===== src/rtl/sertx_pkg.sv =====
package sertx_pkg;
  typedef enum logic [1:0] {
    FRM_8N1 = 2'd0,
    FRM_8N2 = 2'd1,
    FRM_8P1 = 2'd2,
    FRM_9N1 = 2'd3
  } frame_mode_e;
endpackage


===== src/rtl/sertx_baud.sv =====
module sertx_baud #(
  parameter int PRESC_W = 12,
  parameter int OVS     = 16
) (
  input  logic               clk_i,
  input  logic               rst_ni,
  input  logic [PRESC_W-1:0] presc_i,
  input  logic               load_i,
  output logic               bit_tick_o
);
  localparam int SUB_W = (OVS > 1) ? $clog2(OVS) : 1;

  logic [PRESC_W-1:0] cnt_q, div;
  logic [SUB_W-1:0]   sub_q;
  logic               tick;

  assign div        = (presc_i == '0) ? PRESC_W'(1) : presc_i;
  assign tick       = !load_i && (cnt_q == div - PRESC_W'(1));
  assign bit_tick_o = tick && (sub_q == SUB_W'(OVS - 1));

  always_ff @(posedge clk_i or negedge rst_ni) begin
    if (!rst_ni) begin
      cnt_q <= '0;
      sub_q <= '0;
    end else if (load_i) begin
      cnt_q <= '0;
      sub_q <= '0;
    end else if (tick) begin
      cnt_q <= '0;
      sub_q <= (sub_q == SUB_W'(OVS - 1)) ? '0 : sub_q + 1'b1;
    end else begin
      cnt_q <= cnt_q + 1'b1;
    end
  end
endmodule


===== src/rtl/sertx_holdreg.sv =====
module sertx_holdreg #(
  parameter int DATA_W = 8
) (
  input  logic              clk_i,
  input  logic              rst_ni,
  input  logic              wr_i,
  input  logic              en_i,
  input  logic [DATA_W-1:0] wdata_i,
  input  logic              take_i,
  output logic              full_o,
  output logic [DATA_W-1:0] data_o
);
  logic accept;

  // take_i only fires when full, so it never meets an accepted write
  assign accept = wr_i && en_i && !full_o;

  always_ff @(posedge clk_i or negedge rst_ni) begin
    if (!rst_ni) begin
      full_o <= 1'b0;
      data_o <= '0;
    end else if (take_i) begin
      full_o <= 1'b0;
    end else if (accept) begin
      full_o <= 1'b1;
      data_o <= wdata_i;
    end
  end
endmodule


===== src/rtl/sertx_shift.sv =====
module sertx_shift
  import sertx_pkg::*;
#(
  parameter int DATA_W = 8
) (
  input  logic              clk_i,
  input  logic              rst_ni,
  input  logic              bit_tick_i,
  input  logic              en_i,
  input  logic              hold_full_i,
  input  logic [DATA_W-1:0] hold_data_i,
  input  frame_mode_e       mode_i,
  input  logic              xbit_i,
  output logic              take_o,
  output logic              txd_o,
  output logic              tx_end_o
);
  localparam int FRM_W = DATA_W + 3;
  localparam int CNT_W = $clog2(FRM_W + 1);

  logic [FRM_W-1:0] sh_q, sh_load;
  logic [CNT_W-1:0] cnt_q, cnt_load;
  logic             extra;

  assign take_o = bit_tick_i && tx_end_o && hold_full_i && en_i;

  always_comb begin
    extra    = 1'b1;
    cnt_load = CNT_W'(DATA_W + 2);
    unique case (mode_i)
      FRM_8N1: cnt_load = CNT_W'(DATA_W + 1);
      FRM_8N2: extra    = 1'b1;
      FRM_8P1: extra    = (^hold_data_i) ^ xbit_i;
      FRM_9N1: extra    = xbit_i;
      default: extra    = 1'b1;
    endcase
    sh_load = {2'b11, extra, hold_data_i};
  end

  always_ff @(posedge clk_i or negedge rst_ni) begin
    if (!rst_ni) begin
      sh_q     <= '1;
      cnt_q    <= '0;
      txd_o    <= 1'b1;
      tx_end_o <= 1'b1;
    end else if (bit_tick_i) begin
      if (tx_end_o) begin
        if (take_o) begin
          sh_q     <= sh_load;
          cnt_q    <= cnt_load;
          txd_o    <= 1'b0;
          tx_end_o <= 1'b0;
        end
      end else if (cnt_q == '0) begin
        tx_end_o <= 1'b1;
      end else begin
        txd_o <= sh_q[0];
        sh_q  <= {1'b1, sh_q[FRM_W-1:1]};
        cnt_q <= cnt_q - 1'b1;
      end
    end
  end
endmodule


===== src/rtl/sertx_buf.sv =====
module sertx_buf
  import sertx_pkg::*;
#(
  parameter int DATA_W     = 8,
  parameter int PRESC_HI_W = 4,
  parameter int PRESC_LO_W = 8,
  parameter int OVS        = 16
) (
  input  logic                  clk_i,
  input  logic                  rst_ni,
  input  logic                  tx_en_i,
  input  logic [1:0]            mode_i,
  input  logic                  xbit_i,
  input  logic [PRESC_HI_W-1:0] presc_hi_i,
  input  logic [PRESC_LO_W-1:0] presc_lo_i,
  input  logic                  presc_ld_i,
  input  logic                  wr_i,
  input  logic [DATA_W-1:0]     wdata_i,
  output logic                  hold_empty_o,
  output logic                  tx_end_o,
  output logic                  txd_o
);
  localparam int PRESC_W = PRESC_HI_W + PRESC_LO_W;

  logic              bit_tick, take, hold_full;
  logic [DATA_W-1:0] hold_data;

  sertx_baud #(.PRESC_W(PRESC_W), .OVS(OVS)) u_baud (
    .clk_i      (clk_i),
    .rst_ni     (rst_ni),
    .presc_i    ({presc_hi_i, presc_lo_i}),
    .load_i     (presc_ld_i),
    .bit_tick_o (bit_tick)
  );

  sertx_holdreg #(.DATA_W(DATA_W)) u_hold (
    .clk_i   (clk_i),
    .rst_ni  (rst_ni),
    .wr_i    (wr_i),
    .en_i    (tx_en_i),
    .wdata_i (wdata_i),
    .take_i  (take),
    .full_o  (hold_full),
    .data_o  (hold_data)
  );

  sertx_shift #(.DATA_W(DATA_W)) u_shift (
    .clk_i       (clk_i),
    .rst_ni      (rst_ni),
    .bit_tick_i  (bit_tick),
    .en_i        (tx_en_i),
    .hold_full_i (hold_full),
    .hold_data_i (hold_data),
    .mode_i      (frame_mode_e'(mode_i)),
    .xbit_i      (xbit_i),
    .take_o      (take),
    .txd_o       (txd_o),
    .tx_end_o    (tx_end_o)
  );

  assign hold_empty_o = !hold_full;
endmodule


===== config.mk =====
export PLATFORM = sky130hd
export DESIGN_NAME = sertx_buf
export DESIGN_NICKNAME = d
export VERILOG_FILES = /design/src/rtl/sertx_pkg.sv /design/src/rtl/sertx_baud.sv /design/src/rtl/sertx_holdreg.sv /design/src/rtl/sertx_shift.sv /design/src/rtl/sertx_buf.sv
export SDC_FILE = /design/constraint.sdc
export NUM_CORES = 1
export LEC_CHECK = 0
export CAP_MARGIN = 30
export CORE_MARGIN = 5
export CORE_UTILIZATION = 63
export DETAILED_ROUTE_END_ITERATION = 16
export DONT_BUFFER_PORTS = 1
export PLACE_DENSITY = 0.82
export SLEW_MARGIN = 40
export SYNTH_ARGS = -nofsm -noshare
export SYNTH_HDL_FRONTEND = slang
export SYNTH_SLANG_ARGS = --single-unit
export TNS_END_PERCENT = 30

===== constraint.sdc =====
create_clock -name clk_i -period 2.77 [get_ports clk_i]
set_input_delay 0.6925 -clock clk_i [delete_from_list [all_inputs] [get_ports clk_i]]
set_output_delay 0.6925 -clock clk_i [all_outputs]
set_load 0.005 [all_outputs]

==> flow_metrics.tcl <==
set metrics [dict create \
    outcome "finished, violations left" \
    violations "negative setup slack" \
    wire_per_inst_um 16.8 \
    rows 23 \
    p_per_area_mw_per_mm2 378 \
    synth_edf_count 0 \
    postPlaceCellArea_mm2 0.00259 \
    hold_viol 0 \
    synth_compound_area_share_pct 9.00 \
    grt_max_degree 41 \
    cp_slowest_stage_delay_ns 0.52 \
    max_freq_mhz 356 \
    yosysWarnings 0 \
    worst_slack_ns -0.0375 \
    worst_ep_required_time_ns 2.99 \
    setup_violations 10 \
    arrival_ns 3.03 \
    fin_area_mm2 0.00272 \
    synth_xor_area_share_pct 9.05 \
    dp.final_hpwl_mm 3.64 \
    synthMuxAreaShare_pct 14.6 \
    drive_gt1_share_pct 25.8 \
    drc 0 \
    syn_area_per_cell_um2 10.5 \
    synthArstFlopShare_pct 100 \
    p_total_mw 1.03 \
    worst_pin_slew_ns 0.484 \
    yosys.area_share.simple_pct 20.8 \
    path_clk_slew_ns 0.08 \
    finalCritPeriodShare_pct 101 \
    start_kind "input port" \
    avgViaCountPerCell 6.10 \
    finalNonFillerCells 298 \
    chipHeight_um 73.2 \
    drt-initial-drc-count 83 \
    cp_top_family "simple AND/OR/NAND/NOR gates" \
    first_pass_iters 4 \
    max_slew_margin_pct 67.4 \
    cp_cell_sequence "nor4_4 -> a31oi_2 -> ha_2 -> nor3b_4 -> mux2_2 -> a22oi_1 -> a22oi_2 -> nand4_4 -> or4_4 -> mux2_1" \
    skew_ns 0.00708 \
    synthToLayoutAreaGrowth_pct 8.01 \
    ir_drop_v 0.000346 \
    critical_path_class "input port to flip-flop" \
    yosysUniqueCellTypes 52 \
    finalCriticalPeriod_ns 2.81 \
    leakagePower_nw 1.25 \
    tritoncts_num_sinks 40 \
    die_area_mm2 0.00536 \
    mappedNetlistArea_mm2 0.00251 \
    grt_use_total_pct 20.7 \
    grt-ovfl-total 0 \
    antenna_found_initial 0 \
    cap_violations 0 \
    core_area_mm2 0.00394 \
    hold_buffers 0 \
    syn-num-nets 272 \
    numPortBuffers 0 \
    rsz0062_at_grt "yes" \
    clock_path_buffers 2 \
    hold_path.class "input port to async pin" \
    ys.flop_type "dfrtp_1" \
    root_buffer "clkbuf_8" \
    maxSlewViolCount 0 \
    grt_pass1_wl_mm 8.58 \
    drt.antenna.violating_nets 0 \
    fp.dieW_um 73.2 \
    finalNetCount 280 \
    syn-instance-count 239 \
    cp-end-kind "flip-flop" \
    slowest_stage "or4_4" \
    grt_pass1_vias 1931 \
    diodes 0 \
    worstSkewPairLatency_ns 0.29 \
    tns_ns -0.199 \
    critPathMaxFanout 7 \
    cts-htree-levels 2 \
    ios 31 \
    dp_cells 288 \
    synthAdderAreaFrac_pct 2.49 \
    ys_ff_latch 40 \
    start_util_pct 63.8 \
    gp_congestion 0.880 \
    wl_mm 5.01 \
    vias 1818 \
    yosysSeqAreaShare_pct 40.3 \
    path_buf_inv 0 \
    cts_inserted_buffers 5 \
    synth_top_family_by_area "simple AND/OR/NAND/NOR gates" \
    cts_tree "built" \
]
[Yosys cell counts, drive strengths merged (2+ instances only)]
library cell,n,area [um2]
dfrtp,29,726
mux2,27,327
nor2,27,101
xnor2,16,140
dfstp,11,289
inv,11,41.3
xor2,10,87.6
nand3,8,40.0
nand2,7,26.3
a21oi,6,30.0
and3,6,37.5
nor3,6,30.0
ha,5,62.6
nor2b,5,31.3
nor4,5,58.8
o21ai,5,28.8
a22oi,4,35.0
a31oi,4,31.3
clkbuf,4,15.0
mux2i,4,40.0
nand4,4,40.0
buf,3,37.5
nand2b,3,18.8
o21a,3,22.5
a21o,2,15.0
a311o,2,20.0
and2,2,12.5
and4b,2,20.0
nand4b,2,17.5
nor4b,2,17.5
or3,2,12.5
or4,2,18.8
[sequential cells by signal (all words and copies together) (netlist names)]
register	cells
u_baud.sub_q	4
u_baud.cnt_q	12
u_shift.tx_end_o	1
u_shift.txd_o	1
u_shift.sh_q	9
u_hold.full_o	1
u_hold.data_o	8
u_shift.cnt_q	4
[kinds of logic (layout without fill, tap and decap cells)]
kind of cell / after synthesis / in the layout
and+or+nand+nor: 88 / 89
DFF: 40 / 40
AOI/OAI and AO/OA: 31 / 31
muxes: 31 / 31
xor gates and xnor gates: 26 / 26
buffers and inverters: 18 / 26
adders and majority gates: 5 / 5
[metrics by stage]
step	worst slack [ns]	hold WS (ns)	util [%]
2_1_floorplan	-0.524	0.397	-
3_3_place_gp	-0.371	0.398	65.7
3_5_place_dp	-0.420	0.398	65.7
4_1_cts	-0.0815	0.0768	68.5
5_1_grt	-0.169	0.0618	68.9
6_report	-0.0375	0.0898	68.9
[report_power, final]
part / internal, mW / total [mW] / switching (mW)
sequential: 0.588 / 0.594 / 0.00632
combinational: 0.0314 / 0.0603 / 0.0288
clock: 0.177 / 0.373 / 0.196
[layer usage]
layer	global-route usage (%)	share of wire (%)
met5	0	0
met3	6.20	6.6
met2	33.6	50
met1	24.9	41
met4	9.84	2.6
[cells in the final DEF (no fill, tap or decap), types with 2 or more instances in the layout]
| master | Yosys | final |
|---|---|---|
| nor2_1 | 27 | 27 |
| a21o_1 | 2 | 2 |
| a311o_1 | 2 | 2 |
| nor4b_1 | 2 | 2 |
| a21oi_1 | 6 | 5 |
| or4_4 | 1 | 2 |
| inv_1 | 11 | 11 |
| buf_4 | 0 | 7 |
| a22oi_1 | 3 | 3 |
| o21a_1 | 3 | 3 |
| mux2_2 | 18 | 18 |
| and4b_1 | 2 | 2 |
| nor2b_1 | 5 | 5 |
| clkbuf_1 | 4 | 2 |
| nor4_1 | 2 | 2 |
| nor3_1 | 6 | 5 |
| or3_1 | 2 | 2 |
| nand2_1 | 7 | 7 |
| mux2_1 | 3 | 3 |
| o21ai_0 | 4 | 4 |
| nand2b_1 | 3 | 3 |
| clkbuf_8 | 0 | 5 |
| ha_1 | 5 | 4 |
| and3_1 | 6 | 6 |
| mux2_4 | 6 | 6 |
| nand3_1 | 8 | 8 |
| mux2i_1 | 4 | 4 |
| a31oi_1 | 3 | 3 |
| dfrtp_1 | 29 | 29 |
| nand4_1 | 3 | 3 |
| xor2_1 | 10 | 10 |
| nor4_4 | 1 | 2 |
| and2_1 | 2 | 2 |
| nand4b_1 | 2 | 2 |
| dfstp_2 | 11 | 11 |
| xnor2_1 | 16 | 15 |
[path summary, 6_finish.rpt]
path | start | endpoint | slack (ns) | cells after the start
min | rst_ni | u_shift.cnt_q[0] | 0.09 | 0
min in group clk_i | presc_ld_i | u_baud.sub_q[3] | 0.46 | 1
max reg2reg | u_baud.cnt_q[9] | u_shift.sh_q[1] | 0.38 | 7
max | presc_lo_i[5] | u_shift.sh_q[1] | -0.04 | 10
max in group asynchronous | rst_ni | u_shift.tx_end_o | 2.50 | 0
min reg2reg | u_shift.sh_q[8] | u_shift.sh_q[8] | 0.51 | 2
[timing repair]
item                       in CTS  in global routing
setup endpoints to repair       9                 27
gates resized for setup         3                  2
hold endpoints to repair        0                  0
buffers inserted                1                  0
pin swaps                       0                  0
gates cloned                    0                  1
[area by class of cell]
type	instances	area, um2
Clock inverter	1	5.00
Tap cell	50	62.6
Fill cell	285	1230
Multi-Input combinational cell	182	1460
Timing Repair Buffer	7	52.6
Clock buffer	7	76.3
Inverter	11	41.3
Sequential cell	40	1010
Power figures use the tool's default switching activity.
